===== config.mk =====
export PLATFORM = sky130hd
export DESIGN_NAME = flash_cmd_regs
export DESIGN_NICKNAME = d
export VERILOG_FILES = /design/src/rtl/flash_cmd_pkg.sv /design/src/rtl/flash_cmd_decode.sv /design/src/rtl/flash_int_unit.sv /design/src/rtl/flash_cfg_unit.sv /design/src/rtl/flash_cmd_regs.sv
export SDC_FILE = /design/constraint.sdc
export NUM_CORES = 1
export LEC_CHECK = 0
export BUFFER_PORTS_ARGS = -buffer_cell sky130_fd_sc_hd__buf_2
export CAP_MARGIN = 15
export CORE_MARGIN = 2
export CORE_UTILIZATION = 40
export CTS_CLUSTER_SIZE = 16
export DETAILED_ROUTE_END_ITERATION = 8
export PLACE_DENSITY = 0.61
export SYNTH_ARGS = -nofsm -noshare
export SYNTH_HDL_FRONTEND = slang
export SYNTH_HIERARCHICAL = 1
export SYNTH_SLANG_ARGS = --single-unit

===== constraint.sdc =====
create_clock -name clk -period 2.7 [get_ports clk]
set_input_delay 0.27 -clock clk [delete_from_list [all_inputs] [get_ports clk]]
set_output_delay 0.27 -clock clk [all_outputs]
set_load 0.02 [all_outputs]

===== src/rtl/flash_cmd_pkg.sv =====
package flash_cmd_pkg;

    localparam int REG_W = 16;

    localparam logic [REG_W-1:0] INT_MASTER  = 16'h8000;
    localparam logic [REG_W-1:0] INT_RESET   = 16'h0010;
    localparam logic [REG_W-1:0] INT_ERASE   = 16'h0020;
    localparam logic [REG_W-1:0] INT_PROG    = 16'h0040;
    localparam logic [REG_W-1:0] INT_LOAD    = 16'h0080;

    localparam logic [REG_W-1:0] ERR_CMD     = 16'h0400;
    localparam logic [REG_W-1:0] ERR_ERASE   = 16'h0800;
    localparam logic [REG_W-1:0] ERR_PROG    = 16'h1000;
    localparam logic [REG_W-1:0] ERR_LOAD    = 16'h2000;
    localparam logic [REG_W-1:0] ERR_ALL     = 16'h3C00;

    localparam logic [REG_W-1:0] INT_COLD_VAL = INT_MASTER | INT_LOAD;
    localparam logic [REG_W-1:0] INT_WARM_VAL = INT_MASTER | INT_RESET;
    localparam logic [REG_W-1:0] CFG1_RST_VAL = 16'h40C0;
    localparam logic [REG_W-1:0] CFG1_RD_MASK = 16'hFFE0;

    localparam int CFG1_POL_BIT = 6;
    localparam int CFG1_RDY_BIT = 7;

    localparam int ADDR_CMD  = 0;
    localparam int ADDR_CFG1 = 1;
    localparam int ADDR_CFG2 = 2;
    localparam int ADDR_STAT = 3;
    localparam int ADDR_INT  = 4;

    typedef enum logic [2:0] {
        CLS_NONE,
        CLS_LOAD,
        CLS_PROG,
        CLS_ERASE,
        CLS_RESET,
        CLS_FLAG,
        CLS_BAD
    } cmd_class_e;

    typedef struct packed {
        logic       valid;
        cmd_class_e cls;
        logic       err;
    } op_result_t;

    function automatic cmd_class_e classify(input logic [REG_W-1:0] code);
        case (code)
            16'h0000, 16'h0013:            return CLS_LOAD;
            16'h0080, 16'h001A, 16'h001B:  return CLS_PROG;
            16'h0094, 16'h0030:            return CLS_ERASE;
            16'h00F0, 16'h00F3:            return CLS_RESET;
            16'h0023, 16'h0027, 16'h002A,
            16'h002C, 16'h0071, 16'h0065:  return CLS_FLAG;
            16'h00B0:                      return CLS_NONE;
            default:                       return CLS_BAD;
        endcase
    endfunction

    function automatic logic is_engine(input cmd_class_e c);
        return (c == CLS_LOAD) || (c == CLS_PROG) || (c == CLS_ERASE);
    endfunction

    function automatic logic [REG_W-1:0] cause_of(input cmd_class_e c);
        case (c)
            CLS_LOAD:  return INT_LOAD;
            CLS_PROG:  return INT_PROG;
            CLS_ERASE: return INT_ERASE;
            default:   return '0;
        endcase
    endfunction

    function automatic logic [REG_W-1:0] error_of(input cmd_class_e c);
        case (c)
            CLS_LOAD:  return ERR_LOAD;
            CLS_PROG:  return ERR_PROG;
            CLS_ERASE: return ERR_ERASE;
            default:   return '0;
        endcase
    endfunction

endpackage


===== src/rtl/flash_cmd_decode.sv =====
module flash_cmd_decode
    import flash_cmd_pkg::*;
(
    input  logic             accept,
    input  logic [REG_W-1:0] code,
    output cmd_class_e       cls,
    output logic             engine_go,
    output logic             reset_go,
    output logic             flag_go,
    output logic             bad_go
);
    always_comb begin
        cls       = classify(code);
        engine_go = accept && is_engine(cls);
        reset_go  = accept && (cls == CLS_RESET);
        flag_go   = accept && (cls == CLS_FLAG);
        bad_go    = accept && (cls == CLS_BAD);
    end
endmodule


===== src/rtl/flash_int_unit.sv =====
module flash_int_unit
    import flash_cmd_pkg::*;
(
    input  logic             clk,
    input  logic             rst,
    input  logic             warm_ev,
    input  logic             int_wr,
    input  logic [REG_W-1:0] wdata,
    input  logic             flag_go,
    input  logic             bad_go,
    input  op_result_t       done,
    output logic [REG_W-1:0] int_q,
    output logic [REG_W-1:0] stat_q
);
    logic [REG_W-1:0] int_n;
    logic [REG_W-1:0] stat_n;

    always_comb begin
        int_n  = int_q;
        stat_n = stat_q;
        if (int_wr) int_n = int_q & wdata;
        if (flag_go || bad_go) int_n = int_n | INT_MASTER;
        if (done.valid) int_n = int_n | INT_MASTER | cause_of(done.cls);
        if (!int_n[15]) stat_n = stat_n & ~ERR_ALL;
        if (bad_go) stat_n = stat_n | ERR_CMD;
        if (done.valid && done.err) stat_n = stat_n | ERR_CMD | error_of(done.cls);
    end

    always_ff @(posedge clk) begin
        if (rst) begin
            int_q  <= INT_COLD_VAL;
            stat_q <= '0;
        end else if (warm_ev) begin
            int_q  <= INT_WARM_VAL;
            stat_q <= '0;
        end else begin
            int_q  <= int_n;
            stat_q <= stat_n;
        end
    end

    // latched errors never outlive the master bit
    p_err_wiped_r3: assert property (@(posedge clk) disable iff (rst)
        !int_q[15] |-> (stat_q[13:10] == 4'b0000));

    // a command error always comes with a pending master bit
    p_cmd_err_int_r9: assert property (@(posedge clk) disable iff (rst)
        $rose(stat_q[10]) |-> int_q[15]);
endmodule


===== src/rtl/flash_cfg_unit.sv =====
module flash_cfg_unit
    import flash_cmd_pkg::*;
(
    input  logic             clk,
    input  logic             rst,
    input  logic             warm_ev,
    input  logic             cfg1_wr,
    input  logic             cfg2_wr,
    input  logic [REG_W-1:0] wdata,
    output logic [REG_W-1:0] cfg1_q,
    output logic [REG_W-1:0] cfg2_q,
    output logic             rdy_q
);
    always_ff @(posedge clk) begin
        if (rst || warm_ev) begin
            cfg1_q <= CFG1_RST_VAL;
            cfg2_q <= '0;
            rdy_q  <= 1'b1;
        end else begin
            if (cfg1_wr) begin
                cfg1_q <= wdata;
                rdy_q  <= wdata[CFG1_RDY_BIT];
            end
            if (cfg2_wr) cfg2_q <= wdata;
        end
    end

    // ready follows bit 7 of the last configuration-1 write
    p_rdy_follow_r6: assert property (@(posedge clk) disable iff (rst)
        (cfg1_wr && !warm_ev) |=> (rdy_q == $past(wdata[CFG1_RDY_BIT])));
endmodule


===== src/rtl/flash_cmd_regs.sv =====
module flash_cmd_regs
    import flash_cmd_pkg::*;
#(
    parameter int ADDR_W = 3,
    parameter int CODE_W = 8
) (
    input  logic              clk,
    input  logic              rst,
    input  logic              warm_rst,
    input  logic [ADDR_W-1:0] reg_addr,
    input  logic              reg_wr,
    input  logic              reg_rd,
    input  logic [15:0]       reg_wdata,
    output logic [15:0]       reg_rdata,
    output logic              op_start,
    output logic [CODE_W-1:0] op_code,
    input  logic              op_done,
    input  logic              op_err,
    output logic              irq,
    output logic              rdy
);
    localparam logic [ADDR_W-1:0] A_CMD  = ADDR_W'(ADDR_CMD);
    localparam logic [ADDR_W-1:0] A_CFG1 = ADDR_W'(ADDR_CFG1);
    localparam logic [ADDR_W-1:0] A_CFG2 = ADDR_W'(ADDR_CFG2);
    localparam logic [ADDR_W-1:0] A_STAT = ADDR_W'(ADDR_STAT);
    localparam logic [ADDR_W-1:0] A_INT  = ADDR_W'(ADDR_INT);

    logic [REG_W-1:0] cmd_q, int_q, stat_q, cfg1_q, cfg2_q;
    logic             busy_q, start_q;
    logic [CODE_W-1:0] code_q;
    cmd_class_e       pend_q, cls;
    logic             accept, engine_go, reset_go, flag_go, bad_go, warm_ev;
    op_result_t       done;
    logic [REG_W-1:0] rd_mux, rdata_q;

    assign accept  = reg_wr && (reg_addr == A_CMD) && !int_q[15] && !busy_q && !warm_rst;
    assign warm_ev = warm_rst || reset_go;

    always_comb begin
        done.valid = op_done && busy_q;
        done.cls   = pend_q;
        done.err   = op_err;
    end

    flash_cmd_decode u_decode (
        .accept    (accept),
        .code      (reg_wdata),
        .cls       (cls),
        .engine_go (engine_go),
        .reset_go  (reset_go),
        .flag_go   (flag_go),
        .bad_go    (bad_go)
    );

    flash_int_unit u_int (
        .clk     (clk),
        .rst     (rst),
        .warm_ev (warm_ev),
        .int_wr  (reg_wr && (reg_addr == A_INT) && !warm_rst),
        .wdata   (reg_wdata),
        .flag_go (flag_go),
        .bad_go  (bad_go),
        .done    (done),
        .int_q   (int_q),
        .stat_q  (stat_q)
    );

    flash_cfg_unit u_cfg (
        .clk     (clk),
        .rst     (rst),
        .warm_ev (warm_ev),
        .cfg1_wr (reg_wr && (reg_addr == A_CFG1)),
        .cfg2_wr (reg_wr && (reg_addr == A_CFG2)),
        .wdata   (reg_wdata),
        .cfg1_q  (cfg1_q),
        .cfg2_q  (cfg2_q),
        .rdy_q   (rdy)
    );

    always_ff @(posedge clk) begin
        if (rst || warm_ev) begin
            cmd_q   <= '0;
            busy_q  <= 1'b0;
            start_q <= 1'b0;
            code_q  <= '0;
            pend_q  <= CLS_NONE;
        end else begin
            start_q <= engine_go;
            if (accept) cmd_q <= reg_wdata;
            if (engine_go) begin
                busy_q <= 1'b1;
                code_q <= reg_wdata[CODE_W-1:0];
                pend_q <= cls;
            end else if (done.valid) begin
                busy_q <= 1'b0;
            end
        end
    end

    always_comb begin
        case (reg_addr)
            A_CMD:   rd_mux = cmd_q;
            A_CFG1:  rd_mux = cfg1_q & CFG1_RD_MASK;
            A_CFG2:  rd_mux = cfg2_q;
            A_STAT:  rd_mux = stat_q;
            A_INT:   rd_mux = int_q;
            default: rd_mux = '0;
        endcase
    end

    always_ff @(posedge clk) begin
        if (rst) rdata_q <= '0;
        else     rdata_q <= reg_rd ? rd_mux : '0;
    end

    assign reg_rdata = rdata_q;
    assign op_start  = start_q;
    assign op_code   = code_q;
    assign irq       = int_q[15] ^ ~cfg1_q[CFG1_POL_BIT];

    // a pending master bit blocks the command register
    p_refuse_pending_r2: assert property (@(posedge clk) disable iff (rst)
        (reg_wr && (reg_addr == A_CMD) && int_q[15] && !warm_rst) |=> ($stable(cmd_q) && !start_q));

    // the start strobe lasts a single cycle
    p_start_pulse_r7: assert property (@(posedge clk) disable iff (rst)
        start_q |=> !start_q);

    // a start is always backed by an outstanding operation
    p_start_busy_r11: assert property (@(posedge clk) disable iff (rst)
        start_q |-> busy_q);
endmodule


After elaboration in Yosys (flattened, before gate mapping)
Index checks and enable logic that the tools add are counted.

Equality and inequality tests: 29. Multiplexer cells: 15. Bitwise gates (word level): 6. Reductions and logical operators: 32.

Operator list (number): two-way mux 16 bit (6); == test 16 x 6 -> 1 bit, second input constant (5); == test 16 x 8 -> 1 bit, second input constant (5); one-hot mux 16 bit (5 select lines) (1); == test 16 x 5 -> 1 bit, second input constant (3); one-hot mux 14 bit (3 select lines) (1); == test 16 x 7 -> 1 bit, second input constant (2); OR 16 bit (2); one-hot mux 8 bit (3 select lines) (1); == test 3 x 2 -> 1 bit, second input constant (6); one-hot mux 3 bit (6 select lines) (1); AND 16 bit (1); logical NOT 16 bit (1); logical AND 1 bit (14); two-way mux 14 bit (1); == test 3 bit, second input constant (4); two-way mux 11 bit (1); OR reduction 2 bit (5); == test 3 x 1 -> 1 bit, second input constant (3); two-way mux 8 bit (1); OR reduction 6 bit (1); logical OR 1 bit (5); logical NOT 1 bit (3); logical NOT 3 bit (1); 6 further kinds (8).

Bits in registers: 110. Bits of input ports: 26. Word-level logic and storage cells: 95.

Longest topological paths before layout
Gate-level depths: netlist of the first run.

Depth in word-level cells: 14. Mapped depth: 12.

Hierarchy
Netlist of the first run, hierarchy kept.

Modules (own cells, without submodules): flash_cmd_regs (times used 1, cells an instance 256, area each 2250.9 sq um); flash_cfg_unit (times used 1, cells an instance 106, area each 1162.4 sq um); flash_int_unit (times used 1, cells an instance 88, area each 798.3 sq um); flash_cmd_decode (times used 1, cells an instance 49, area each 314.1 sq um).

Least setup slack after synthesis of the first run
No wires, ideal clock.

Kind: register to register. Start: reg u_int.int_q[15]. End: reg code_q[0] (netlist: op_code[0]). Data arrival time: 2.333 ns. Data required time: 2.583 ns. Setup slack: 0.249 ns. Cell stages (with the launch flop): 10. Buffers on the path: 3. Period minus slack after synthesis: 2.451 ns. Cell sequence: dfxtp_1 > or4b_1 > buf_2 > buf_6 > nor2_1 > nand2_1 > a21oi_1 > buf_1 > mux2i_1 > nor2_1.

Elaborated cells between the ends (all ways): 8.

RTL lines: from (decl) (line flash_int_unit.sv:12) `output logic [REG_W-1:0] int_q,`; from (signal assigned) (line flash_int_unit.sv:37) `int_q <= int_n;`; logical NOT 1 bit (line flash_cmd_regs.sv:36) `assign accept = reg_wr && (reg_addr == A_CMD) && !int_q[15] && !busy_q && !warm_rst;`; logical AND 1 bit (3 in a row) (line flash_cmd_regs.sv:36); via accept (line flash_cmd_regs.sv:32) `logic accept, engine_go, reset_go, flag_go, bad_go, warm_ev;`; logical AND 1 bit (line flash_cmd_decode.sv:14) `engine_go = accept && is_engine(cls);`; via engine_go (line flash_cmd_regs.sv:32); to (signal assigned) (line flash_cmd_regs.sv:92) `code_q <= reg_wdata[CODE_W-1:0];`; to (decl) (line flash_cmd_regs.sv:30) `logic [CODE_W-1:0] code_q;`.

The timed path passes the listed nets, and every way through them passes these cells. A chain may end at the register's enable or synchronous reset.

Worst setup path after layout of the first run
Start: reg busy_q. End: reg u_int.stat_q[10].

Elaborated cells between the ends (all ways): 16.

RTL lines: from (decl) (line flash_cmd_regs.sv:29) `logic busy_q, start_q;`; from (signal assigned) (line flash_cmd_regs.sv:83) `busy_q <= 1'b0;`; from (signal assigned) (line flash_cmd_regs.sv:91) `busy_q <= 1'b1;`; from (signal assigned) (line flash_cmd_regs.sv:95) `busy_q <= 1'b0;`; logical NOT 1 bit (line flash_cmd_regs.sv:36); logical AND 1 bit (2 in a row) (line flash_cmd_regs.sv:36); via accept (line flash_cmd_regs.sv:32); logical AND 1 bit (line flash_cmd_decode.sv:15) `reset_go = accept && (cls == CLS_RESET);`; via reset_go (line flash_cmd_regs.sv:32); logical OR 1 bit (line flash_cmd_regs.sv:37) `assign warm_ev = warm_rst || reset_go;`; via warm_ev (line flash_cmd_regs.sv:32); OR reduction 2 bit (no source line); to (signal assigned) (line flash_int_unit.sv:38) `stat_q <= stat_n;`; to (decl) (line flash_int_unit.sv:13) `output logic [REG_W-1:0] stat_q`.

The timed path passes the listed nets, and every way through them passes these cells.

==> results.env, run 1 <==
P_LEAK_nW=1.72
POWER.SHARE.SEQUENTIAL=0.520
FINAL-MAX-SLEW-VIOLATION-COUNT=0
BUFFER_PORTS.INSERTED=52
SHARE_CLK_OF_TOTAL_POWER=0.395
CTS.SINK_COUNT=92
PLACE_AREA_SQ_UM=4730
CORE.ROWCOUNT=38
DRC=0
OUTCOME='finished clean'
ROUTEDWLPERCELL_MICRONS=17.0
CTS_ROOT_BUFFER='sky130_fd_sc_hd__clkbuf_8'
ANTENNA_CELLS_INSERTED=0
TIMING.CRITICAL_PATH.REQUIRED_NS=2.94
SETUP-TNS-FINAL_NS=0
GRT-OVFL-TOTAL=0
CPPEAKSTAGEDELAY_NS=0.55
PLACE_HPWL_MICRONS=7850
CTS_TREE='built'
WORSTSETUPENDPOINTTYPE='flip-flop'
UNREPAIRED_SETUP_ENDPOINTS_AFTER_GLOBAL_ROUTING='false'
FINALHOLDVIOLATIONS=0
FINAL_UTIL=0.461
FIRST_GLOBAL_VIAS=3423
MAX_CAP_VIOLATIONS=0
POST_CTS.REPAIR.SETUP_BUFFERS=0
FP.COREAREA_SQ_UM=10700
TIMING.FINAL.CRIT_PERIOD_NS=2.27
WORST_SETUP_PATH_TYPE='flip-flop to flip-flop'
SWITCHING_SHARE=0.242
WORST_SUPPLY_VOLTAGE_DROP_ON_VDD_mV=0.288
WORST_PATH_MAX_DELAY_CELL='sky130_fd_sc_hd__or4b_1'
DIE_AREA_SQ_UM=11700
POST_CTS_HOLD_BUFFER_COUNT=0
CLK_PATH_BUF_DEPTH=2
AVERAGE_INSTANCE_AREA_AFTER_SYNTHESIS_SQ_UM=9.00
ROUTED_WIRELENGTH_MICRONS=11500
DIEHEIGHT_MICRONS=108
SUM_OF_BUFFERS_AND_INVERTERS_ON_THE_CRITICAL_PATH=0
CTS_MADE_BUFFERS=9
GPL.FINAL_WEIGHTED_CONGESTION=0.849
FP.DIEW_MICRONS=108
ACHIEVABLE-FREQUENCY_GHz=0.440
WORSTSKEWPAIRLATENCY_NS=0.37
POST_ROUTE_DESIGN_AREA_SQ_UM=4950
ANTENNA_FOUND_INITIAL=0
LAYOUT_CELLS_SIZED_ABOVE_1=0.188
DETAIL_ROUTE.FIRST_PASS.ITERATIONS=6
FINAL_NET_COUNT=559
CRIT_ARRIVAL_NS=2.51
START_KIND='flip-flop'
TIMING.SLEW.HEADROOM=0.596
FINISH.CELL_COUNT_WITHOUT_FILLERS=678
POWER_REPORT.INTERNAL_TOTAL_mW=1.99
SYNTH.YOSYS.WARNINGS=6
FINALSETUPVIOLATIONS=0
SYNTHCELLS=484
NET-SWITCHING-POWER_mW=0.634
POST-ROUTE-PERIOD-UTIL=0.842
POST_CTS_CLOCK_SLEW_AT_THE_LAUNCH_AND_CAPTURE_REGISTERS_OF_THE_WORST_SETUP_AND_HOLD_PATHS_NS=0.09
PATH_CELLS='or4b_1 -> nor2_1 -> nand2_1 -> nor4_2 -> or2_2 -> or2_1 -> o22ai_1'
FINAL_TOTAL_PWR_mW=2.63
INITIAL_UTILIZATION=0.405
POST_CTS.RESIZED_INSTANCES=0
VIAS=3692
TRACK_USAGE=0.204
POWER_FRAC_COMB=0.085
PLACEDCELLCOUNT=662
VIAS_PER_CELL=5.45
CP_MAX_FO=14
IO-PIN-COUNT=53
FINALCLOCKSKEW_NS=0.00863
LEADING_CELL_TYPES_IN_THE_LAYOUT_FILL_AND_TAPS_EXCLUDED='sky130_fd_sc_hd__dfxtp_1, sky130_fd_sc_hd__nor2_1, sky130_fd_sc_hd__buf_2'
MOSTFREQUENTLAYOUTCELL='sky130_fd_sc_hd__dfxtp_1'
TIGHTEST_SLEW_NS=0.602
POWER_DENSITY_OVER_CELL_AREA_nW_PER_UM2=531
WIRE_LENGTH_OF_THE_FIRST_GLOBAL_ROUTING_PASS_MICRONS=18200
HOLDCRITPATHCLASS='input port to flip-flop'
ANTENNA_VIOLATING_NETS_POST_ROUTE=0
DR.FIRST_ITER.DRC_COUNT=225
AREA_GROWTH_SYN_TO_LAYOUT_PCT=13.6
SYNTH_AREA_SQ_UM=4360
LARGEST_NET_DEGREE_AT_THE_START_OF_GLOBAL_ROUTING=39
H-TREE-DEPTH=3
CRITPATHTOPFAMILY='simple AND/OR/NAND/NOR gates'
[worst reg2reg max path, delay by kind of cell (launching register included)]
family,cells,cell delay (ns)
AOI/OAI and AO/OA,1,0.16
DFF,1,0.35
and+or+nand+nor,6,1.64
[layer usage]
metal | track usage | part of all wire | vias up
li1 | - | - | 1793
met1 | 0.269 | 0.46 | 1770
met2 | 0.334 | 0.47 | 111
met3 | 0.0404 | 0.054 | 18
met4 | 0.0668 | 0.018 | 0
met5 | 0 | 0 | -
[worst paths after layout]
check	from	to	slack (ns)	cells after the start
max	busy_q	u_int/stat_q[10]	0.43	7
min reg2reg	u_int/int_q[13]	u_int/int_q[13]	0.45	2
min	rst	u_int/int_q[4]	0.18	2
max reg2reg	busy_q	u_int/stat_q[10]	0.43	7
[cell type report]
type / instances / area [sq um]
clock buffers: 13 / 149
clock inverters: 3 / 68.8
fillers: 1104 / 5800
inverters: 5 / 18.8
multi-input cells: 349 / 2230
flip-flops and latches: 92 / 1840
well taps: 140 / 175
repair buffers: 76 / 465
[sequential cells by signal, indices dropped and copies added (netlist names), named ones only]
| register | count |
|---|---|
| u_int/stat_q | 4 |
| cmd_q | 16 |
| u_int/int_q | 12 |
| u_cfg/cfg1_q | 11 |
| busy_q | 1 |
| pend_q | 3 |
| reg_rdata | 16 |
| op_start | 1 |
| u_cfg/cfg2_q | 16 |
| op_code | 8 |
[power by group through the flow]
stage          registers [mW]  clock network, mW  logic, mW
2_1_floorplan            1.40                  0      0.136
3_3_place_gp             1.40                  0      0.217
3_5_place_dp             1.40                  0      0.221
4_1_cts                  1.37               1.06      0.221
5_1_grt                  1.37               1.11      0.241
6_report                 1.37               1.04      0.223
[through the flow]
step | worst slack, ns | hold slack [ns]
after floorplan | 0.249 | 0.339
after global placement | 0.152 | 0.441
after detailed placement | 0.0812 | 0.445
after CTS | 0.418 | 0.157
after global routing | 0.197 | 0.174
final | 0.426 | 0.178
(Power assumes the default switching activity.)
==> run 2, diff against run 1 <==
--- a/config.mk
+++ b/config.mk
@@ -11,7 +11,7 @@
 export CORE_UTILIZATION = 40
 export CTS_CLUSTER_SIZE = 16
 export DETAILED_ROUTE_END_ITERATION = 8
-export PLACE_DENSITY = 0.61
+export PLACE_DENSITY = 0.63
 export SYNTH_ARGS = -nofsm -noshare
 export SYNTH_HDL_FRONTEND = slang
 export SYNTH_HIERARCHICAL = 1
==> constraint.sdc (replaced) <==
create_clock -name clk -period 2 [get_ports clk]
set_input_delay 0.2 -clock clk [delete_from_list [all_inputs] [get_ports clk]]
set_output_delay 0.2 -clock clk [all_outputs]
set_load 0.02 [all_outputs]
==> run 2 against run 1 <==
Compared with the run above:
- combinational power rose by 66%
- largest power group unchanged
- setup slack got worse by 0.42 ns
- hold slack got worse by 0.074 ns
- sequential share of layout area fell by 3.3 points
- core utilization rose by 4.5 points
- total power rose by 42%
- first-iteration DRC count fell by 8.9%
- clock skew rose by 0.0016 ns
- cell count rose by 4.9%
- sequential cell count did not move
- critical path depth rose by 3
- highest routed layer unchanged
==> results.env, run 2 (synthesis results as in run 1) <==
OUTCOME='finished clean'
FINAL_CRITICAL_PATH_SETUP_SLACK_NS=0.00508
POST-ROUTE-PERIOD-UTIL=0.997
CRIT_ARRIVAL_NS=2.30
MOSTFREQUENTLAYOUTCELL='sky130_fd_sc_hd__dfxtp_1'
START_KIND='input port'
POST_CTS_HOLD_BUFFER_COUNT=0
FINAL-MAX-SLEW-VIOLATION-COUNT=0
LEADING_CELL_TYPES_IN_THE_LAYOUT_FILL_AND_TAPS_EXCLUDED='sky130_fd_sc_hd__dfxtp_1, sky130_fd_sc_hd__buf_2, sky130_fd_sc_hd__buf_4'
INITIAL_UTILIZATION=0.405
H-TREE-DEPTH=3
WORST_HOLD_PATH.NUM_CELLS=3
WORSTSETUPENDPOINTTYPE='flip-flop'
NFILLCELLS=1060
FINALSETUPVIOLATIONS=0
AREA_GROWTH_SYN_TO_LAYOUT_PCT=24.8
PLACEDCELLCOUNT=691
FP.DIEW_MICRONS=108
FP.COREAREA_SQ_UM=10700
DR.FIRST_ITER.DRC_COUNT=205
FINALHOLDVIOLATIONS=0
ANTENNA_VIOLATING_NETS_POST_ROUTE=0
WORST_SETUP_PATH_TYPE='input port to flip-flop'
TIGHTEST_SLEW_NS=0.515
TIMING.REG2REG.WORST_PATH_DEPTH=8
SETUP.WORST_PATH.START='reg_wdata[2]'
BUFFER_PORTS.INSERTED=52
CLK_PATH_BUF_DEPTH=2
GPL.FINAL_WEIGHTED_CONGESTION=0.859
ROUTED_WIRELENGTH_MICRONS=12100
FIRST_GLOBAL_VIAS=3748
IO-PIN-COUNT=53
HOLDCRITPATHCLASS='input port to flip-flop'
WORST_SUPPLY_VOLTAGE_DROP_ON_VDD_mV=0.493
WORSTSKEWPAIRLATENCY_NS=0.36
P_LEAK_nW=1.94
R2R_START='busy_q'
TIMING.CRITICAL_PATH.TO='u_cfg/cfg2_q[14]'
MAX_CAP_VIOLATIONS=0
PLACE_AREA_SQ_UM=4990
DIE_AREA_SQ_UM=11700
GRT-OVFL-TOTAL=0
CP_MAX_FO=12
VIAS=3867
UNREPAIRED_SETUP_ENDPOINTS_AFTER_GLOBAL_ROUTING='true'
CORE.ROWCOUNT=38
ROUTEDWLPERCELL_MICRONS=17.0
LAYOUT_CELLS_SIZED_ABOVE_1=0.284
LARGEST_NET_DEGREE_AT_THE_START_OF_GLOBAL_ROUTING=39
ANTENNA_CELLS_INSERTED=0
DETAIL_ROUTE.FIRST_PASS.ITERATIONS=4
TIMING.CRITICAL_PATH.REQUIRED_NS=2.31
FINAL_NET_COUNT=594
WIRE_LENGTH_OF_THE_FIRST_GLOBAL_ROUTING_PASS_MICRONS=19100
DRC=0
REG2REG_TO='u_cfg/cfg2_q[2]'
SETUP-TNS-FINAL_NS=0
CTS_TREE='built'
FINISH.CELL_COUNT_WITHOUT_FILLERS=711
DPL_WS_NS=-0.342
TRACK_USAGE=0.210
CTS.SINK_COUNT=92
FINALCLOCKSKEW_NS=0.0103
FINAL_TOTAL_PWR_mW=3.72
POWER_DENSITY_OVER_CELL_AREA_nW_PER_UM2=684
CTS_MADE_BUFFERS=9
CTS_ROOT_BUFFER='sky130_fd_sc_hd__clkbuf_8'
POST_CTS_CLOCK_SLEW_AT_THE_LAUNCH_AND_CAPTURE_REGISTERS_OF_THE_WORST_SETUP_AND_HOLD_PATHS_NS=0.09
TIMING.FINAL.CRIT_PERIOD_NS=1.99
PLACE_HPWL_MICRONS=7910
DIEHEIGHT_MICRONS=108
TIMING.SLEW.HEADROOM=0.657
ANTENNA_FOUND_INITIAL=0
WORST-R2R-SETUP-SLACK_NS=0.005
ACHIEVABLE-FREQUENCY_GHz=0.501
POST_ROUTE_DESIGN_AREA_SQ_UM=5440
VIAS_PER_CELL=5.44
## run 2: cell count changes in the layout (fill, tap and decap cells not counted), moves of 5 or more
| cell | previous run | this run |
|---|---|---|
| sky130_fd_sc_hd__buf_4 | 22 | 51 |
| sky130_fd_sc_hd__nor2_1 | 63 | 50 |
| sky130_fd_sc_hd__nor2_2 | 0 | 8 |
| sky130_fd_sc_hd__nor2_4 | 0 | 5 |
## run 2: cell type report
type	instances	area, sq um	area share
Clock buffer	10	138	0.0253
Clock inverter	4	98.8	0.0182
Inverter	5	18.8	0.00345
Multi-Input combinational cell	349	2360	0.434
Sequential cell	92	1840	0.339
Tap cell	140	175	0.0322
Timing Repair Buffer	111	805	0.148
## run 2: through the flow
| step | utilization | hold WS [ns] |
|---|---|---|
| floorplan | - | 0.269 |
| global placement | 0.464 | 0.436 |
| detailed placement | 0.464 | 0.442 |
| CTS | 0.487 | 0.0952 |
| global route | 0.506 | 0.122 |
| finish | 0.506 | 0.104 |
## run 2: worst min-delay path by stage
stage,startpoint,to,slack (ns)
after floorplan,rst,u_int/int_q[4],0.27
after global placement,u_int/int_q[11],u_int/int_q[11],0.44
after detailed placement,flip-flop,flip-flop,0.44
after CTS,op_done,busy_q,0.1
after global routing,op_done,busy_q,0.12
final,op_done,busy_q,0.10
## run 2: worst max-delay path: stages
cell,delay [ns]
sky130_fd_sc_hd__buf_2,0.12
sky130_fd_sc_hd__or4_4,0.55
sky130_fd_sc_hd__a211oi_4,0.30
sky130_fd_sc_hd__a21oi_2,0.11
sky130_fd_sc_hd__nand2_2,0.12
sky130_fd_sc_hd__nor4_4,0.05
sky130_fd_sc_hd__or2_4,0.26
sky130_fd_sc_hd__or2_4,0.29
sky130_fd_sc_hd__clkbuf_16,0.18
sky130_fd_sc_hd__nor2_1,0.10
## run 2: repair_timing
action	CTS	global route
gates cloned	0	2
buffers inserted	0	4
gates resized for setup	2	29
pin swaps	0	13
setup endpoints to repair	40	49
## run 2: where the power goes
part	internal (mW)	switching (mW)	leakage [nW]
Combinational	0.153	0.218	1.08
Sequential	1.84	0.00455	0.742
Clock	0.853	0.653	0.118
Total	2.85	0.875	1.94
## run 2: metal layers
metal  wire (microns)  part of all wire  track usage
met4              123             0.010       0.0641
met3              711             0.059       0.0392
met5                0                 0            0
met2             5960              0.49        0.363
met1             5310              0.44        0.264
